===== src/rtl/intc_pkg.sv =====
package intc_pkg;
    localparam int FLD_W    = 4;
    localparam int WORD_W   = 64;
    localparam int REQ_LSB  = 12;
    localparam int CLR_LSB  = 8;
    localparam int TCLR_LSB = 4;
    localparam int ID_W     = 2;

    typedef struct packed {
        logic [FLD_W-1:0] ipi_req;
        logic [FLD_W-1:0] ipi_clr;
        logic [FLD_W-1:0] tmr_clr;
    } ctl_fields_t;

    function automatic ctl_fields_t split_word(input logic [WORD_W-1:0] w);
        ctl_fields_t f;
        f.ipi_req = w[REQ_LSB  +: FLD_W];
        f.ipi_clr = w[CLR_LSB  +: FLD_W];
        f.tmr_clr = w[TCLR_LSB +: FLD_W];
        return f;
    endfunction

    function automatic logic [WORD_W-1:0] pack_status(input logic [FLD_W-1:0] ipi,
                                                      input logic [FLD_W-1:0] tmr,
                                                      input logic [ID_W-1:0]  id);
        logic [WORD_W-1:0] s;
        s = '0;
        s[CLR_LSB  +: FLD_W] = ipi;
        s[TCLR_LSB +: FLD_W] = tmr;
        s[ID_W-1:0]          = id;
        return s;
    endfunction
endpackage


===== src/rtl/ctl_decode.sv =====
module ctl_decode
    import intc_pkg::*;
#(
    parameter int NCPU = 4
) (
    input  logic              wr_en,
    input  logic [WORD_W-1:0] wr_data,
    output logic [NCPU-1:0]   req,
    output logic [NCPU-1:0]   clr,
    output logic [NCPU-1:0]   tclr
);
    ctl_fields_t f;

    always_comb begin
        f    = split_word(wr_data);
        req  = wr_en ? f.ipi_req[NCPU-1:0] : '0;
        clr  = wr_en ? f.ipi_clr[NCPU-1:0] : '0;
        tclr = wr_en ? f.tmr_clr[NCPU-1:0] : '0;
    end
endmodule


===== src/rtl/ipi_bank.sv =====
module ipi_bank #(
    parameter int NCPU = 4
) (
    input  logic            clk,
    input  logic            rst,
    input  logic [NCPU-1:0] req,
    input  logic [NCPU-1:0] clr,
    output logic [NCPU-1:0] pend,
    output logic [NCPU-1:0] dup,
    output logic [NCPU-1:0] miss
);
    logic [NCPU-1:0] after_clr, pend_n, dup_n, miss_n;

    always_comb begin
        after_clr = pend & ~clr;
        pend_n    = after_clr | req;
        dup_n     = req & after_clr;
        miss_n    = clr & ~pend;
    end

    always_ff @(posedge clk) begin
        if (rst) begin
            pend <= '0;
            dup  <= '0;
            miss <= '0;
        end else begin
            pend <= pend_n;
            dup  <= dup_n;
            miss <= miss_n;
        end
    end

    for (genvar i = 0; i < NCPU; i++) begin : g_chk

        ipi_post_chk: assert property (@(posedge clk) disable iff (rst)
            (req[i] && !pend[i]) |=> pend[i]);

        ipi_clear_chk: assert property (@(posedge clk) disable iff (rst)
            (clr[i] && !req[i]) |=> !pend[i]);

        ipi_dup_hold_chk: assert property (@(posedge clk) disable iff (rst)
            (req[i] && pend[i] && !clr[i]) |=> (pend[i] && dup[i]));
    end

    ipi_idle_chk: assert property (@(posedge clk) disable iff (rst)
        (req == '0 && clr == '0) |=> (dup == '0 && miss == '0 && $stable(pend)));
endmodule


===== src/rtl/tmr_bank.sv =====
module tmr_bank #(
    parameter int NCPU = 4
) (
    input  logic            clk,
    input  logic            rst,
    input  logic            tick,
    input  logic [NCPU-1:0] tclr,
    output logic [NCPU-1:0] pend
);
    logic [NCPU-1:0] pend_n;

    always_comb begin
        pend_n = pend & ~tclr;
        if (tick) pend_n = '1;
    end

    always_ff @(posedge clk) begin
        if (rst) pend <= '0;
        else     pend <= pend_n;
    end


    tmr_tick_chk: assert property (@(posedge clk) disable iff (rst)
        tick |=> (pend == {NCPU{1'b1}}));

    tmr_clear_chk: assert property (@(posedge clk) disable iff (rst)
        (!tick && tclr != '0) |=> ((pend & $past(tclr)) == '0));
endmodule


===== src/rtl/ipi_timer_intc.sv =====
module ipi_timer_intc
    import intc_pkg::*;
#(
    parameter int NCPU = 4
) (
    input  logic              clk,
    input  logic              rst,
    input  logic              wr_en,
    input  logic [63:0]       wr_data,
    input  logic              tick,
    input  logic [1:0]        rd_cpu_id,
    output logic [63:0]       rd_data,
    output logic [NCPU-1:0]   ipi_irq,
    output logic [NCPU-1:0]   tmr_irq,
    output logic [NCPU-1:0]   ipi_dup,
    output logic [NCPU-1:0]   ipi_miss
);
    logic [NCPU-1:0]  req, clr, tclr;
    logic [FLD_W-1:0] ipi_w, tmr_w;

    ctl_decode #(.NCPU(NCPU)) u_dec (
        .wr_en(wr_en), .wr_data(wr_data), .req(req), .clr(clr), .tclr(tclr));

    ipi_bank #(.NCPU(NCPU)) u_ipi (
        .clk(clk), .rst(rst), .req(req), .clr(clr),
        .pend(ipi_irq), .dup(ipi_dup), .miss(ipi_miss));

    tmr_bank #(.NCPU(NCPU)) u_tmr (
        .clk(clk), .rst(rst), .tick(tick), .tclr(tclr), .pend(tmr_irq));

    always_comb begin
        ipi_w = '0;
        tmr_w = '0;
        ipi_w[NCPU-1:0] = ipi_irq;
        tmr_w[NCPU-1:0] = tmr_irq;
        rd_data = pack_status(ipi_w, tmr_w, rd_cpu_id);
    end


    reset_clear_chk: assert property (@(posedge clk)
        rst |=> (ipi_irq == '0 && tmr_irq == '0 && ipi_dup == '0 && ipi_miss == '0));

    dup_miss_excl_chk: assert property (@(posedge clk) disable iff (rst)
        (ipi_dup & ~ipi_irq) == '0);
endmodule


===== config.mk =====
export PLATFORM = sky130hd
export DESIGN_NAME = ipi_timer_intc
export DESIGN_NICKNAME = d
export VERILOG_FILES = /design/src/rtl/intc_pkg.sv /design/src/rtl/ctl_decode.sv /design/src/rtl/ipi_bank.sv /design/src/rtl/tmr_bank.sv /design/src/rtl/ipi_timer_intc.sv
export SDC_FILE = /design/constraint.sdc
export NUM_CORES = 1
export LEC_CHECK = 0
export ABC_AREA = 1
export BUFFER_PORTS_ARGS = -buffer_cell sky130_fd_sc_hd__buf_2
export CORE_ASPECT_RATIO = 1.25
export CORE_MARGIN = 2
export CORE_UTILIZATION = 31
export CTS_CLUSTER_DIAMETER = 200
export CTS_CLUSTER_SIZE = 24
export DETAILED_ROUTE_END_ITERATION = 8
export PLACE_DENSITY = 0.85
export SLEW_MARGIN = 0
export SYNTH_ARGS = -nofsm -noshare
export SYNTH_HDL_FRONTEND = slang
export SYNTH_SLANG_ARGS = --single-unit
export TNS_END_PERCENT = 50

===== constraint.sdc =====
create_clock -name clk -period 1 [get_ports clk]
set_input_delay 0.15 -clock clk [delete_from_list [all_inputs] [get_ports clk]]
set_output_delay 0.15 -clock clk [all_outputs]
set_load 0.005 [all_outputs]

==> summary.txt, run 1 <==
fin crit share - 92.3%
Synth top area share - 49.2%
routability-driven placement congestion ratio - 0.669
row cnt - 22
placed wire-length estimate - 1.31 mm
TritonCTS clock tree - done
Hold Path Class - input pin to flop
io pins - 150
RSZ-0062 raised after global routing - no
top cells by area, synth - buf_4, dfxtp_1, nand2_1
clk root buf - clkbuf_4
finished layout cell area - 955 um2
Antenna diodes - 0
GRT Util Overall - 7.57%
die width - 54.6 um
Critical Path AT - 0.77 ns
Synth Cell Area - 992 um2
start of the worst register-to-register path - u_ipi.pend[1]
critical-path cell list - buf_2
Crit path largest cell delay - 0.37 ns
# setup viols final - 0
FF-to-FF path depth - 2
CP bufs+invs - 1
clk_lat worst skew - 0.27 ns
dpl cells - 184
WP depth - 1
distinct cell type count after synthesis - 12
Avg Cell Area, Syn - 8.13 um2
die area - 3670 um2
CTS H-tree depth - 1
Finished Layout Cells - 187
TritonCTS buffer count - 3
# DRC - 0
post-synthesis sequential area ratio - 32.3%
placed cell area - 932 um2
main flop type after synthesis - dfxtp_1
first-pass GRT wire length - 1.85 mm
total congestion overflow - 0
hold buffers post-CTS - 0
CTS clock-pin slew for the worst setup and hold paths - 0.08 ns
status - finished clean
HP Start - wr_data[12]
Post-CTS Resized - 0
chip height - 67.3 um
max-cap violation count - 0
worst setup margin - 0.0765 ns
Syn Inst Count - 122
hold_ws - 0.0944 ns
Clock Sink Count - 16
total power - 1.19 mW
worst ir drop on vdd - 0.456 mV
Post-CTS Setup Repair Bufs - 0
cell with the most instances after synthesis - buf_4
area delta synth->final - -3.78%
top cells by count, synth - buf_4, nand2_1, dfxtp_1
Post-synth EDFFs - 0
layout cells sized above 1 - 29.1%
FMAX - 1.08 GHz
Vias/cell - 3.50
Setup Crit Path Kind - flop to output pin
CP startpoint kind - flop
Warnings, synthesis - 0
register area - 320 um2
clock skew - 0.00150 ns
leading area contributor after synthesis - buf_4
Final Hold Viols - 0
flops & latches, synth - 16
CP max FO - 4
Final TNS setup - 0 ns
crit path from - u_ipi.pend[3]
Vias - 655
Post-Route WL - 1.53 mm
multi-input logic area - 364 um2
Core Region - 3000 um2
critical path's top delay family - flip-flops
Initial DRC Count - 5
initial antenna violation count - 0
vias in the first global route - 412
Required @ worst endpoint - 0.85 ns
slowest stage cell, crit path - dfxtp_1
largest net degree at the start of global routing - 14
Core Util, Final - 31.8%
pre-CTS WS - 0.209 ns
post-route minimum period - 0.923 ns
PortBufs - 39
critical path endpoint category - output pin
PwrDens - 1250 nW/um2
Pleak - 0.568 nW
Starting Density - 33.1%
clk buf depth - 2
antenna-violating nets left - 0
Final Max Slew Viols - 0
hold path cells - 3
Avg WL per Cell - 8.20 um
drt first pass iters - 4
NumNets Final - 223
Async S/R FF share, synth - 0%
Layout fillers - 322
[report_power, final]
group / switching [mW] / internal [mW] / total (mW)
Sequential: 0.0185 / 0.668 / 0.687
Combinational: 0.120 / 0.0729 / 0.193
Clock: 0.174 / 0.139 / 0.314
[sequential cells by signal (all words and copies together) (netlist names)]
signal / flops
u_tmr.pend: 4
u_ipi.pend: 4
u_ipi.miss: 4
u_ipi.dup: 4
[cell type report]
class | count | area share [%]
Clock buffer | 3 | 2.36
Inverter | 2 | 0.786
Sequential cell | 16 | 33.6
Tap cell | 36 | 4.72
Multi-Input combinational cell | 91 | 38.1
Timing Repair Buffer | 39 | 20.4
[final timing paths]
kind | to | slack, ns
worst max-delay path | rd_data[11] | 0.08
worst min-delay path | u_ipi.pend[0] | 0.09
worst max register to register | u_ipi.pend[1] | 0.34
worst min register to register | u_tmr.pend[2] | 0.47
[cells by family after synthesis]
family / Yosys count / share of synthesized area, %
AO/OA/AOI/OAI: 8 / 4.04
AND/OR/NAND/NOR: 29 / 12.2
buffers and inverters: 68 / 51.1
flip-flops: 16 / 32.3
other: 1 / 0.378
[per-layer routing]
layer  routed length [um]  GRT usage, %  vias up
met2                  685          11.3       60
li1                     -             -      315
met1                  476          6.33      272
met5                    0             0        -
met4                   62          7.81        0
met3                  310          4.87        8
[cell usage in the layout, fill, tap and decap left out]
master,n
conb_1,54
buf_2,39
nand2_1,20
dfxtp_1,16
nor3_1,4
nor2_1,4
o21ai_0,4
a21oi_1,4
clkbuf_4,3
inv_2,1
nor2_4,1
inv_1,1
[worst register-to-register path, cell delays in order (launching register included)]
cell and delay, ns:
dfxtp_1 0.37, nand2_1 0.08, o21ai_0 0.14
No activity file was read; power rests on OpenSTA's default activity.
==> inputs of run 2 (changes only) <==
==> constraint.sdc (replaced) <==
create_clock -name clk -period 1 [get_ports clk]
set_input_delay 0.1 -clock clk [delete_from_list [all_inputs] [get_ports clk]]
set_output_delay 0.1 -clock clk [all_outputs]
set_load 0.005 [all_outputs]
==> summary.txt, run 2 (synthesis results as in run 1) <==
clk root buf - clkbuf_4
worst setup margin - 0.125 ns (+0.0488 ns)
critical path endpoint category - output pin
die width - 54.6 um (unchanged)
drt first pass iters - 2 (-2)
TritonCTS buffer count - 3 (unchanged)
Required @ worst endpoint - 0.90 ns (+0.05 ns)
initial antenna violation count - 0 (unchanged)
Final Hold Viols - 0 (unchanged)
pre-CTS WS - 0.250 ns (+0.0410 ns)
NumNets Final - 223 (unchanged)
chip height - 67.3 um (unchanged)
status - finished clean
worst ir drop on vdd - 0.508 mV (+11%)
antenna-violating nets left - 0 (unchanged)
Post-CTS Setup Repair Bufs - 0 (unchanged)
Critical Path AT - 0.77 ns (about the same)
slowest stage cell, crit path - dfxtp_1
io pins - 150 (unchanged)
CTS clock-pin slew for the worst setup and hold paths - 0.08 ns (about the same)
commonest cells after routing, fill and taps aside - conb_1, buf_2, nand2_1
Antenna diodes - 0 (unchanged)
die area - 3670 um2 (unchanged)
Vias/cell - 3.41 (-2.7%)
clk buf depth - 2 (unchanged)
critical-path cell list - buf_2
# setup viols final - 0 (unchanged)
vias in the first global route - 429 (+4.1%)
Pleak - 0.568 nW (unchanged)
Final TNS setup - 0 ns (unchanged)
PortBufs - 39 (unchanged)
post-route minimum period - 0.875 ns (-0.0488 ns)
max-cap violation count - 0 (unchanged)
placed wire-length estimate - 1.27 mm (-2.5%)
Starting Density - 33.1% (unchanged)
total congestion overflow - 0 (unchanged)
Setup Crit Path Kind - flop to output pin
Initial DRC Count - 2 (-3)
CP startpoint kind - flop
largest net degree at the start of global routing - 14 (unchanged)
Vias - 637 (-2.7%)
most common cell after layout, fill and taps aside - conb_1
fin crit share - 87.5% (-4.9 points)
clock skew - 0.00271 ns (+0.00121 ns)
Core Region - 3000 um2 (unchanged)
CP bufs+invs - 1 (unchanged)
first-pass GRT wire length - 1.86 mm (+0.76%)
Avg WL per Cell - 8.02 um (-2.3%)
CP max FO - 4 (unchanged)
clk_lat worst skew - 0.27 ns (about the same)
RSZ-0062 raised after global routing - no
critical path's top delay family - flip-flops
row cnt - 22 (unchanged)
Final Max Slew Viols - 0 (unchanged)
TritonCTS clock tree - done
layout cells sized above 1 - 29.1% (unchanged)
Crit path largest cell delay - 0.37 ns (about the same)
# DRC - 0 (unchanged)
GRT Util Overall - 7.48% (-0.089 points)
area delta synth->final - -3.78% (unchanged)
routability-driven placement congestion ratio - 0.670 (+0.10%)
hold buffers post-CTS - 0 (unchanged)
Post-Route WL - 1.50 mm (-2.3%)
hold_ws - 0.0429 ns (-0.0515 ns)
FMAX - 1.14 GHz (+5.6%)
PwrDens - 1250 nW/um2 (about the same)
Hold Path Class - input pin to flop
Post-CTS Resized - 0 (unchanged)
CTS H-tree depth - 1 (unchanged)
Clock Sink Count - 16 (unchanged)
[run 2: cell counts in the layout (fill, tap and decap cells not counted)]
Identical to the previous run, type by type.
[run 2: worst paths after layout]
| path | startpoint | to | slack, ns | cells past startpoint |
|---|---|---|---|---|
| max | u_ipi.pend[0] | ipi_irq[0] | 0.13 | 1 |
| min | wr_data[15] | u_ipi.pend[3] | 0.04 | 3 |
| max reg2reg | u_ipi.pend[1] | u_ipi.pend[1] | 0.35 | 2 |
| min reg2reg | u_tmr.pend[3] | u_tmr.pend[3] | 0.47 | 2 |
[run 2: routing by layer]
metal  global-route usage, %  wire (um)  vias up
li1                        -          -      319
met1                    6.86        487      254
met4                    5.94         36        0
met5                       0          0        -
met3                    5.09        315        6
met2                    11.2        660       58
[run 2: power by group]
group          internal (mW)  leakage [nW]  total [mW]  switching (mW)
combinational         0.0730         0.423       0.193           0.120
sequential             0.668         0.132       0.687          0.0183
clock                  0.139        0.0138       0.314           0.175
total                  0.881         0.568        1.19           0.313
[run 2: worst register-to-register path, stage by stage, from the launching register on]
cell	delay, ns
dfxtp_1	0.37
nand2_1	0.08
o21ai_0	0.13
[run 2: area by class of cell]
cell class,instances,area (um2)
fill,327,2050
multi-input combinational,91,364
sequential,16,320
timing repair buffer,39,195
tap,36,45.0
clock buffer,3,22.5
inverter,2,7.51
[run 2: stage by stage]
stage	util (%)	cell area [um2]	total power, mW	instances
floorplan	-	1190	0.998	175
global placement	31.1	932	0.889	184
detailed placement	31.1	932	0.894	184
CTS	31.8	955	1.22	187
global route	31.8	955	1.29	187
finish	31.8	955	1.19	187
==> inputs of run 3 (changes only) <==
--- a/config.mk
+++ b/config.mk
@@ -8,13 +8,11 @@
 export ABC_AREA = 1
 export BUFFER_PORTS_ARGS = -buffer_cell sky130_fd_sc_hd__buf_2
 export CORE_ASPECT_RATIO = 1.25
-export CORE_MARGIN = 2
 export CORE_UTILIZATION = 31
 export CTS_CLUSTER_DIAMETER = 200
 export CTS_CLUSTER_SIZE = 24
 export DETAILED_ROUTE_END_ITERATION = 8
-export PLACE_DENSITY = 0.85
-export SLEW_MARGIN = 0
+export PLACE_DENSITY = 0.94
 export SYNTH_ARGS = -nofsm -noshare
 export SYNTH_HDL_FRONTEND = slang
 export SYNTH_SLANG_ARGS = --single-unit
==> summary.txt, run 3 (synthesis results as in run 1) <==
status - finished clean
total congestion overflow - 0 (unchanged)
GRT Util Overall - 7.91% (+0.44 points)
Post-CTS Setup Repair Bufs - 0 (unchanged)
Required @ worst endpoint - 0.90 ns (about the same)
Post-CTS Resized - 0 (unchanged)
CP bufs+invs - 1 (unchanged)
Setup Crit Path Kind - flop to output pin
multi-input logic area - 364 um2 (unchanged)
PortBufs - 39 (unchanged)
die width - 52.6 um (-3.7%)
routability-driven placement congestion ratio - 0.704 (+5.1%)
clock skew - 0.00146 ns (-0.00126 ns)
drt first pass iters - 3 (+1)
finished layout cell area - 955 um2 (unchanged)
Core Region - 3000 um2 (unchanged)
clk_lat worst skew - 0.27 ns (about the same)
area delta synth->final - -3.78% (unchanged)
antenna-violating nets left - 0 (unchanged)
die area - 3430 um2 (-6.5%)
row cnt - 22 (unchanged)
vias in the first global route - 450 (+4.9%)
RSZ-0062 raised after global routing - no
first-pass GRT wire length - 1.96 mm (+5.2%)
chip height - 65.3 um (-3.0%)
Core Util, Final - 31.8% (unchanged)
Final TNS setup - 0 ns (unchanged)
dpl cells - 184 (unchanged)
PwrDens - 1240 nW/um2 (-0.89%)
WP depth - 1 (unchanged)
Avg WL per Cell - 7.67 um (-4.3%)
critical path endpoint category - output pin
worst ir drop on vdd - 0.499 mV (-1.7%)
Vias/cell - 3.52 (+3.5%)
NumNets Final - 223 (unchanged)
placed wire-length estimate - 1.23 mm (-3.3%)
clk root buf - clkbuf_4
Worst setup endpoint - rd_data[9]
Vias - 659 (+3.5%)
CTS clock-pin slew for the worst setup and hold paths - 0.08 ns (about the same)
Layout fillers - 343 (+4.9%)
critical path's top delay family - flip-flops
TritonCTS buffer count - 3 (unchanged)
hold buffers post-CTS - 0 (unchanged)
initial antenna violation count - 0 (unchanged)
start of the worst register-to-register path - u_ipi.pend[0]
most common cell after layout, fill and taps aside - conb_1
post-route minimum period - 0.866 ns (-0.00838 ns)
R2R setup slack - 0.35 ns (about the same)
max-cap violation count - 0 (unchanged)
slowest stage cell, crit path - dfxtp_1
FF-to-FF path depth - 2 (unchanged)
register area - 320 um2 (unchanged)
Hold Path Class - input pin to flop
reg2reg end - u_ipi.pend[0]
TritonCTS clock tree - done
CP max FO - 4 (unchanged)
Starting Density - 33.1% (unchanged)
io pins - 150 (unchanged)
largest net degree at the start of global routing - 14 (unchanged)
Clock Sink Count - 16 (unchanged)
CP startpoint kind - flop
Final Hold Viols - 0 (unchanged)
Pleak - 0.568 nW (unchanged)
critical-path cell list - buf_2
Final Max Slew Viols - 0 (unchanged)
CTS H-tree depth - 1 (unchanged)
Crit path largest cell delay - 0.37 ns (about the same)
FMAX - 1.15 GHz (+0.97%)
Initial DRC Count - 9 (+7)
crit path from - u_ipi.pend[1]
fin crit share - 86.6% (-0.84 points)
commonest cells after routing, fill and taps aside - conb_1, buf_2, nand2_1
Antenna diodes - 0 (unchanged)
placed cell area - 932 um2 (unchanged)
# setup viols final - 0 (unchanged)
layout cells sized above 1 - 29.1% (unchanged)
Post-Route WL - 1.43 mm (-4.3%)
# DRC - 0 (unchanged)
Finished Layout Cells - 187 (unchanged)
clk buf depth - 2 (unchanged)
Critical Path AT - 0.77 ns (about the same)
hold path cells - 3 (unchanged)
==> run 3: cell counts in the layout (fill, tap and decap cells not counted) <==
No cell type changed its count.
==> run 3: cell type report <==
type,instances,share of cell area (%)
multi-input cells,91,38.1
flip-flops and latches,16,33.6
repair buffers,39,20.4
well taps,36,4.72
clock buffers,3,2.36
inverters,2,0.786
==> run 3: power by group <==
part	switching (mW)	internal, mW	leakage [nW]
clock network	0.165	0.139	0.0138
logic	0.119	0.0730	0.423
registers	0.0186	0.668	0.132
total	0.303	0.881	0.568
==> run 3: through the flow <==
step / total power, mW / worst slack (ns) / hold slack, ns
floorplan: 0.998 / 0.388 / 0.211
global placement: 0.888 / 0.282 / 0.200
detailed placement: 0.894 / 0.264 / 0.200
CTS: 1.20 / 0.106 / 0.0366
global route: 1.27 / 0.0802 / 0.0630
finish: 1.18 / 0.134 / 0.0458
==> run 3: worst min-delay path by stage <==
stage / endpoint / start / slack, ns
2_1_floorplan: u_ipi.pend[0] / rst / 0.21
3_3_place_gp: rd_data[1] / rd_cpu_id[1] / 0.20
3_5_place_dp: rd_data[1] / rd_cpu_id[1] / 0.20
4_1_cts: u_ipi.pend[3] / wr_data[15] / 0.04
5_1_grt: u_ipi.dup[1] / wr_data[13] / 0.06
6_report: u_ipi.pend[3] / wr_data[15] / 0.05
==> run 3: per-layer routing <==
metal  wire length [um]  share of wire (%)  vias up  track usage, %
li1                   -                  -      316               -
met4                 27                1.9        0            6.58
met5                  0                  0        -               0
met3                280                 20        4            4.40
met2                671                 47       61            12.7
met1                454                 32      278            7.00
